--- src/rtl/bmarb_pkg.sv ---
package bmarb_pkg;

    typedef enum logic [1:0] {
        POL_ALT      = 2'd0,
        POL_RD_FIRST = 2'd1,
        POL_WR_FIRST = 2'd2
    } policy_e;

    typedef enum logic [1:0] {
        PICK_NONE = 2'd0,
        PICK_RD   = 2'd1,
        PICK_WR   = 2'd2
    } pick_e;

    typedef enum logic [1:0] {
        ST_IDLE   = 2'd0,
        ST_OWN_RD = 2'd1,
        ST_OWN_WR = 2'd2
    } own_state_e;

    typedef enum logic {
        TURN_RD = 1'b0,
        TURN_WR = 1'b1
    } turn_e;

    localparam int unsigned NUM_CHAN = 2;
    localparam int unsigned CH_RD    = 0;
    localparam int unsigned CH_WR    = 1;

endpackage

--- src/rtl/bmarb_policy_decode.sv ---
module bmarb_policy_decode
    import bmarb_pkg::*;
#(
    parameter int unsigned CTRL_W     = 16,
    parameter int unsigned RD_PRI_BIT = 12,
    parameter int unsigned WR_PRI_BIT = 8
) (
    input  logic [CTRL_W-1:0] ctrl_word,
    output policy_e           policy
);

    logic [1:0] sel;

    assign sel = {ctrl_word[RD_PRI_BIT], ctrl_word[WR_PRI_BIT]};

    always_comb begin
        unique case (sel)
            2'b10:   policy = POL_RD_FIRST;
            2'b01:   policy = POL_WR_FIRST;
            default: policy = POL_ALT;
        endcase
    end

endmodule

--- src/rtl/bmarb_turn_tracker.sv ---
module bmarb_turn_tracker
    import bmarb_pkg::*;
(
    input  logic clk,
    input  logic rst_n,
    input  logic advance,
    output logic turn_rd
);

    turn_e turn_q;
    turn_e turn_d;

    always_comb begin
        turn_d = turn_q;
        unique case (turn_q)
            TURN_RD: if (advance) turn_d = TURN_WR;
            TURN_WR: if (advance) turn_d = TURN_RD;
            default: turn_d = TURN_RD;
        endcase
    end

    always_ff @(posedge clk) begin
        if (!rst_n) begin
            turn_q <= TURN_RD;
        end else begin
            turn_q <= turn_d;
        end
    end

    assign turn_rd = (turn_q == TURN_RD);

endmodule

--- src/rtl/bmarb_pick.sv ---
module bmarb_pick
    import bmarb_pkg::*;
(
    input  policy_e policy,
    input  logic    rd_req,
    input  logic    wr_req,
    input  logic    turn_rd,
    output pick_e   pick,
    output logic    contested
);

    logic [NUM_CHAN-1:0] req_vec;

    assign req_vec[CH_RD] = rd_req;
    assign req_vec[CH_WR] = wr_req;
    assign contested      = &req_vec;

    always_comb begin
        pick = PICK_NONE;
        unique case (req_vec)
            2'b01: pick = PICK_RD;
            2'b10: pick = PICK_WR;
            2'b11: begin
                unique case (policy)
                    POL_RD_FIRST: pick = PICK_RD;
                    POL_WR_FIRST: pick = PICK_WR;
                    default:      pick = turn_rd ? PICK_RD : PICK_WR;
                endcase
            end
            default: pick = PICK_NONE;
        endcase
    end

endmodule

--- src/rtl/bmarb_grant_fsm.sv ---
module bmarb_grant_fsm
    import bmarb_pkg::*;
(
    input  logic  clk,
    input  logic  rst_n,
    input  pick_e pick,
    input  logic  rd_busy,
    input  logic  wr_busy,
    output logic  decide,
    output logic  gnt_rd,
    output logic  gnt_wr
);

    own_state_e          state_q;
    own_state_e          state_d;
    logic [NUM_CHAN-1:0] busy_vec;
    logic [NUM_CHAN-1:0] release_vec;

    assign busy_vec[CH_RD] = rd_busy;
    assign busy_vec[CH_WR] = wr_busy;

    for (genvar c = 0; c < NUM_CHAN; c++) begin : g_release
        assign release_vec[c] = ~busy_vec[c];
    end

    always_comb begin
        state_d = state_q;
        unique case (state_q)
            ST_IDLE: begin
                unique case (pick)
                    PICK_RD: state_d = ST_OWN_RD;
                    PICK_WR: state_d = ST_OWN_WR;
                    default: state_d = ST_IDLE;
                endcase
            end
            ST_OWN_RD: if (release_vec[CH_RD]) state_d = ST_IDLE;
            ST_OWN_WR: if (release_vec[CH_WR]) state_d = ST_IDLE;
            default:   state_d = ST_IDLE;
        endcase
    end

    always_ff @(posedge clk) begin
        if (!rst_n) begin
            state_q <= ST_IDLE;
        end else begin
            state_q <= state_d;
        end
    end

    always_ff @(posedge clk) begin
        if (!rst_n) begin
            gnt_rd <= 1'b0;
            gnt_wr <= 1'b0;
        end else begin
            gnt_rd <= (state_d == ST_OWN_RD);
            gnt_wr <= (state_d == ST_OWN_WR);
        end
    end

    assign decide = (state_q == ST_IDLE) && (pick != PICK_NONE);

endmodule

--- src/rtl/bm_dir_arbiter.sv ---
module bm_dir_arbiter
    import bmarb_pkg::*;
#(
    parameter int unsigned CTRL_W     = 16,
    parameter int unsigned RD_PRI_BIT = 12,
    parameter int unsigned WR_PRI_BIT = 8
) (
    input  logic              clk,
    input  logic              rst_n,
    input  logic [CTRL_W-1:0] ctrl_word,
    input  logic              rd_req,
    input  logic              wr_req,
    input  logic              rd_busy,
    input  logic              wr_busy,
    output logic              gnt_rd,
    output logic              gnt_wr
);

    localparam int unsigned TOP_BIT = CTRL_W - 1;

    policy_e policy;
    pick_e   pick;
    logic    contested;
    logic    decide;
    logic    turn_rd;
    logic    advance;

    bmarb_policy_decode #(
        .CTRL_W     (CTRL_W),
        .RD_PRI_BIT (RD_PRI_BIT),
        .WR_PRI_BIT (WR_PRI_BIT)
    ) u_policy (
        .ctrl_word (ctrl_word),
        .policy    (policy)
    );

    bmarb_pick u_pick (
        .policy    (policy),
        .rd_req    (rd_req),
        .wr_req    (wr_req),
        .turn_rd   (turn_rd),
        .pick      (pick),
        .contested (contested)
    );

    bmarb_grant_fsm u_fsm (
        .clk     (clk),
        .rst_n   (rst_n),
        .pick    (pick),
        .rd_busy (rd_busy),
        .wr_busy (wr_busy),
        .decide  (decide),
        .gnt_rd  (gnt_rd),
        .gnt_wr  (gnt_wr)
    );

    // The tie pointer moves only on a contested decision in alternating mode.
    assign advance = decide && contested && (policy == POL_ALT);

    bmarb_turn_tracker u_turn (
        .clk     (clk),
        .rst_n   (rst_n),
        .advance (advance),
        .turn_rd (turn_rd)
    );

    initial begin
        if (RD_PRI_BIT > TOP_BIT || WR_PRI_BIT > TOP_BIT || RD_PRI_BIT == WR_PRI_BIT) begin
            $error("bm_dir_arbiter: bad priority bit positions");
        end
    end

endmodule

--- config.mk ---
export PLATFORM = sky130hd
export DESIGN_NAME = bm_dir_arbiter
export DESIGN_NICKNAME = d
export VERILOG_FILES = /design/src/rtl/bmarb_pkg.sv /design/src/rtl/bmarb_policy_decode.sv /design/src/rtl/bmarb_turn_tracker.sv /design/src/rtl/bmarb_pick.sv /design/src/rtl/bmarb_grant_fsm.sv /design/src/rtl/bm_dir_arbiter.sv
export SDC_FILE = /design/constraint.sdc
export NUM_CORES = 1
export LEC_CHECK = 0
export ABC_AREA = 1
export BUFFER_PORTS_ARGS = -buffer_cell sky130_fd_sc_hd__buf_2
export CORE_AREA = 2 2 39 41
export CTS_CLUSTER_SIZE = 28
export DETAILED_ROUTE_END_ITERATION = 10
export DIE_AREA = 0 0 41 43
export PLACE_DENSITY = 0.57
export SLEW_MARGIN = 25
export SYNTH_ARGS = -nofsm -noshare
export SYNTH_HDL_FRONTEND = slang
export SYNTH_SLANG_ARGS = --single-unit
--- constraint.sdc ---
create_clock -name clk -period 1.9 [get_ports clk]
set_input_delay 0.38 -clock clk [delete_from_list [all_inputs] [get_ports clk]]
set_output_delay 0.38 -clock clk [all_outputs]
set_load 0.02 [all_outputs]
==> results_dict.tcl, run 1 <==
set metrics [dict create \
    gp_congestion 0.6956 \
    yosysSeqAreaShare_pct 38.65 \
    ctsHoldBuffers 0 \
    dr.pass1.iters 4 \
    syn_inst 35 \
    clock_latency_ps 230 \
    h-tree-depth 1 \
    clock-sinks 5 \
    syn_area_sq_um 259.0 \
    die-area_sq_mm 0.001763 \
    pin_count 24 \
    clk_path_buf_depth 2 \
    setup_viol 0 \
    drc 0 \
    syn_area_per_cell_sq_um 7.400 \
    cts_buffers 3 \
    power_frac_seq_pct 41.9 \
    grt_antenna_before_repair 0 \
    antenna_cells 0 \
    internal-power_uw 215.6 \
    gr-total-overflow 0 \
    whs_ps 408.4 \
    maxCapViolCount 0 \
    cts_tree "done" \
    numPortBuffers 9 \
    netlist-cell-type-count 11 \
    area_delta_synth_final_pct 35.27 \
    nFillCells 157 \
    coreArea_sq_mm 0.001384 \
    required_ps 2060 \
    crit_path_max_fanout 3 \
    yosysWarningCount 0 \
    status "finished, final reports clean" \
    vias 253 \
    viasPerCell 3.953 \
    rows 14 \
    p_switching_uw 72.10 \
    wirelength_microns 474 \
    ant_nets 0 \
    cts.repair.resized 0 \
    vdd_drop_max_mv 0.2578 \
    relSlewSlack_pct 90.19 \
    fmax_ghz 0.8807 \
    hp-class "input pin to register" \
    arrival_ps 1300 \
    worstSetupPathType "input pin to register" \
    grt_pass1_vias 242 \
    period_needed_ps 1135 \
    drive_gt1_share_pct 27.08 \
    finalCritPeriodShare_pct 59.76 \
    cts_setup_buffers 0 \
    start_util_pct 18.72 \
    combPwrFrac_pct 17.7 \
    setup_ws_ps 764.5 \
    wire_per_inst_microns 7.406 \
    synth_top_area_share_pct 38.65 \
    regArea_sq_um 100.1 \
    drt_iter0_markers 3 \
    ys_ff_latch 5 \
    fin_nets 73 \
    multiInputGateArea_sq_um 132.6 \
    p_leak_nw 0.1838 \
    crit_path_end_kind "register" \
    min-delay-start "rst_n" \
    p_per_area_mw_per_mm2 821.2 \
    crit_start "ctrl_word[8]" \
    clkTransAtPathRegs_ps 40 \
    fin_tns_setup_ps 0 \
    yosysTopAreaCell "dfxtp_1" \
    netSwitchingFraction_pct 25.06 \
    rsz0062_at_grt "no" \
    startpoint_type "input pin" \
    synth.area.top_cells "dfxtp_1 39%, inv_1 10%, a21oi_1 9.7%" \
    skew_ps 0.2407 \
    grt_max_degree 5 \
    dieHeight_microns 43 \
    slew_violations 0 \
    r2r_start "u_turn.turn_q$_SDFF_PN0_" \
    tightest_slew_ps 146.4 \
    hold_violations 0 \
    cts_root_buf "clkbuf_4" \
    die_w_microns 41 \
    place_hpwl_microns 404.9 \
    grt_pass1_wl_microns 821 \
    grtUsageTotal_pct 7.028 \
    pre_cts_slack_ps 495.3 \
    syn_nets 59 \
    clkPwrFrac_pct 40.4 \
]
worst paths after layout:
| path | cells past startpoint | to | slack [ps] |
|---|---|---|---|
| worst min-delay path | 3 | u_turn.turn_q$_SDFF_PN0_ | 410 |
| worst max register to register | 6 | u_fsm.state_q[1]$_SDFF_PN0_ | 990 |
| worst min register to register | 1 | u_turn.turn_q$_SDFF_PN0_ | 460 |
| worst max-delay path | 8 | u_fsm.gnt_rd$_SDFF_PN0_ | 760 |
power groups by stage:
stage / combinational [mW] / clock, mW / sequential [mW]
floorplan: 0.0289 / 0 / 0.126
finish: 0.0509 / 0.116 / 0.120
CTS: 0.0519 / 0.123 / 0.121
detailed placement: 0.0518 / 0 / 0.122
global route: 0.0581 / 0.127 / 0.122
global placement: 0.0510 / 0 / 0.122
registers in the layout, indices dropped and copies added, names as in the netlist:
register,count
u_fsm.gnt_wr,1
u_fsm.state_q,2
u_turn.turn_q,1
u_fsm.gnt_rd,1
placed cells by master, fill, tap and decap left out:
| cell | count |
|---|---|
| nand2_1 | 6 |
| clkbuf_1 | 1 |
| o21ai_0 | 1 |
| dfxtp_1 | 5 |
| nand3_1 | 4 |
| nand4_1 | 1 |
| a21oi_1 | 5 |
| ha_1 | 2 |
| clkbuf_4 | 3 |
| inv_1 | 7 |
| buf_2 | 9 |
| nand3b_1 | 2 |
| nor3_2 | 1 |
| nor2_1 | 1 |
logic make-up after synthesis:
family	Yosys count	synth area share [%]
AND/OR/NAND/NOR	15	29.95
buffers and inverters	7	10.15
AO/OA/AOI/OAI	6	11.59
flip-flops	5	38.65
adder cells (fa/ha/maj)	2	9.660
through the flow:
step	area [sq um]	total power [mW]	util, %	instances
6_report	350.3	0.2877	25.32	64
5_1_grt	350.3	0.3064	25.32	64
4_1_cts	350.3	0.2958	25.32	64
3_5_place_dp	324.1	0.1741	23.42	60
3_3_place_gp	324.1	0.1730	23.42	60
2_1_floorplan	259.0	0.1552	-	35
Yosys cell counts (all sizes together):
| master | number |
|---|---|
| ha | 2 |
| dfxtp | 5 |
| o21ai | 1 |
| nor2 | 1 |
| nand2 | 6 |
| nand3 | 4 |
| a21oi | 5 |
| nand3b | 2 |
| nor3 | 1 |
| nand4 | 1 |
| inv | 7 |
layout make-up:
cell class,count,area share [%]
Clock buffer,4,7.500
Inverter,7,7.500
Multi-Input combinational cell,23,37.86
Sequential cell,5,28.57
Tap cell,16,5.714
Timing Repair Buffer,9,12.86
per-layer routing:
metal	share of wire, %	GRT usage, %	wire (microns)	up-vias
met5	0	0	0	-
met4	0	6.000	0	0
met3	7.0	1.571	33	0
met2	50	10.31	235	5
met1	43	8.039	205	107
li1	-	-	-	141
worst max-delay path: stages:
cell and delay, ps:
buf_2 90, inv_1 40, ha_1 310, inv_1 80, nand2_1 50, nand3_1 80
nand4_1 130, a21oi_1 150
(Power assumes the default switching activity.)
==> inputs of run 2 (changes only) <==
--- a/config.mk
+++ b/config.mk
@@ -11,7 +11,7 @@
 export CTS_CLUSTER_SIZE = 28
 export DETAILED_ROUTE_END_ITERATION = 10
 export DIE_AREA = 0 0 41 43
-export PLACE_DENSITY = 0.57
+export PLACE_DENSITY = 0.58
 export SLEW_MARGIN = 25
 export SYNTH_ARGS = -nofsm -noshare
 export SYNTH_HDL_FRONTEND = slang
==> constraint.sdc (replaced) <==
create_clock -name clk -period 1 [get_ports clk]
set_input_delay 0.2 -clock clk [delete_from_list [all_inputs] [get_ports clk]]
set_output_delay 0.2 -clock clk [all_outputs]
set_load 0.02 [all_outputs]
==> run 2 against run 1 <==
  * Wire length grew 4.2%
  * Via count grew 1.6%
  * Combinational power grew 110%
  * Power grew 97%
  * Highest routed layer unchanged
  * Hold slack lost 190 ps
  * Clock-buffer cell count is the same
  * First-iteration DRC count shrank 67%
  * Cell count grew 1.6%
  * Clock skew is essentially flat
  * Sequential power grew 91%
  * Global-route usage grew 0.71 points
==> results_dict.tcl, run 2 (same netlist as run 1, synthesis figures left out) <==
set metrics [dict create \
    status "finished, final reports clean" \
    relSlewSlack_pct 90.51 \
    p_per_area_mw_per_mm2 1528 \
    clock_latency_ps 240 \
    grt_max_degree 5 \
    gr-total-overflow 0 \
    path_cells "inv_1 -> nand2_1 -> nand3_1 -> nand2_1 -> nand3_1 -> a21oi_1" \
    numPortBuffers 9 \
    grt_pass1_wl_microns 834 \
    antenna_cells 0 \
    grtUsageTotal_pct 7.739 \
    crit_path_max_fanout 3 \
    cp_slowest_stage_delay_ps 330 \
    skew_ps 0.3188 \
    clk_path_buf_depth 2 \
    wire_per_inst_microns 7.600 \
    hp-class "input pin to register" \
    internal-power_uw 415.7 \
    coreArea_sq_mm 0.001384 \
    power_frac_seq_pct 40.4 \
    clkTransAtPathRegs_ps 40 \
    maxCapViolCount 0 \
    combPwrFrac_pct 18.5 \
    rsz0062_at_grt "no" \
    drc 0 \
    h-tree-depth 1 \
    die-area_sq_mm 0.001763 \
    cts_root_buf "clkbuf_4" \
    slew_violations 0 \
    clkPwrFrac_pct 41.1 \
    p_leak_nw 0.1886 \
    wirelength_microns 494 \
    fin_nets 74 \
    cts.repair.resized 0 \
    grt_antenna_before_repair 0 \
    hold_violations 0 \
    vdd_drop_max_mv 0.6999 \
    whs_ps 221.3 \
    required_ps 1170 \
    drt_iter0_markers 1 \
    vias 257 \
    rows 14 \
    netSwitchingFraction_pct 26.54 \
    largest_reg_flops 2 \
    fmax_ghz 1.109 \
    ant_nets 0 \
    nFillCells 161 \
    p_switching_uw 150.2 \
    pin_count 24 \
    dr.pass1.iters 2 \
    dieHeight_microns 43 \
    startpoint_type "register" \
    drive_gt1_share_pct 30.61 \
    setup_viol 0 \
    final_common_cell "buf_2" \
    crit_path_end_kind "register" \
    cts_tree "done" \
    finalCritPeriodShare_pct 90.16 \
    start_util_pct 18.72 \
    ctsHoldBuffers 0 \
    clock-sinks 5 \
    die_w_microns 41 \
    final_cell_mix "9 x buf_2, 7 x inv_1, 6 x nand2_1" \
    cts_buffers 3 \
    period_needed_ps 901.6 \
    grt_pass1_vias 236 \
    cts_setup_buffers 0 \
    tightest_slew_ps 140.9 \
    utilization_pct 26.76 \
    place_hpwl_microns 399.4 \
    area_delta_synth_final_pct 43.00 \
    worstSetupPathType "register to register" \
    top_register "u_fsm.state_q" \
    placed_cells 61 \
    gp_congestion 0.6875 \
    crit_path_top_delay_cell "dfxtp_1" \
    fin_tns_setup_ps 0 \
    finalNonFillerCells 65 \
    viasPerCell 3.954 \
    arrival_ps 1070 \
]
## run 2: changes by cell type in the layout (fill, tap and decap cells not counted), sizes merged
cell,delta
buf,+1
## run 2: final timing paths
| path | startpoint | to | slack, ps | depth (start not counted) |
|---|---|---|---|---|
| worst min-delay path | rst_n | u_turn.turn_q$_SDFF_PN0_ | 220 | 3 |
| worst max register to register | u_turn.turn_q$_SDFF_PN0_ | u_fsm.state_q[1]$_SDFF_PN0_ | 100 | 6 |
| worst max-delay path | u_turn.turn_q$_SDFF_PN0_ | u_fsm.state_q[1]$_SDFF_PN0_ | 100 | 6 |
| worst min register to register | u_turn.turn_q$_SDFF_PN0_ | u_turn.turn_q$_SDFF_PN0_ | 450 | 1 |
## run 2: power by group through the flow
stage / logic, mW / registers (mW) / clock network [mW]
5_1_grt: 0.122 / 0.230 / 0.267
3_5_place_dp: 0.106 / 0.232 / 0
6_report: 0.105 / 0.229 / 0.232
2_1_floorplan: 0.0584 / 0.240 / 0
4_1_cts: 0.107 / 0.229 / 0.243
3_3_place_gp: 0.105 / 0.232 / 0
## run 2: final cells by class
class                           instances  area, sq um  share of cell area (%)
Multi-Input combinational cell         23        145.1                   39.19
Sequential cell                         5        100.1                   27.03
Timing Repair Buffer                   10        52.55                   14.19
Clock buffer                            4        26.28                   7.095
Inverter                                7        26.28                   7.095
Tap cell                               16        20.02                   5.405
## run 2: metal layers
| layer | vias up | global-route usage [%] | part of all wire [%] |
|---|---|---|---|
| li1 | 143 | - | - |
| met1 | 107 | 6.452 | 38 |
| met2 | 7 | 12.19 | 50 |
| met3 | 0 | 7.853 | 12 |
| met4 | 0 | 2.000 | 0 |
| met5 | - | 0 | 0 |
## run 2: critical path, delay by kind of cell, from the launching register on
family	cells	cell delay [ps]
buffers and inverters	1	40
and+or+nand+nor	4	320
DFF	1	330
AOI/OAI and AO/OA	1	130
## run 2: through the flow
| step | instance area, sq um | power (mW) | worst slack (ps) |
|---|---|---|---|
| 3_3_place_gp | 344.1 | 0.3364 | -158.3 |
| 5_1_grt | 370.4 | 0.6194 | 9.401 |
| 3_5_place_dp | 344.1 | 0.3380 | -158.5 |
| 4_1_cts | 370.4 | 0.5788 | 93.08 |
| 2_1_floorplan | 271.5 | 0.2984 | 21.88 |
| 6_report | 370.4 | 0.5660 | 98.37 |
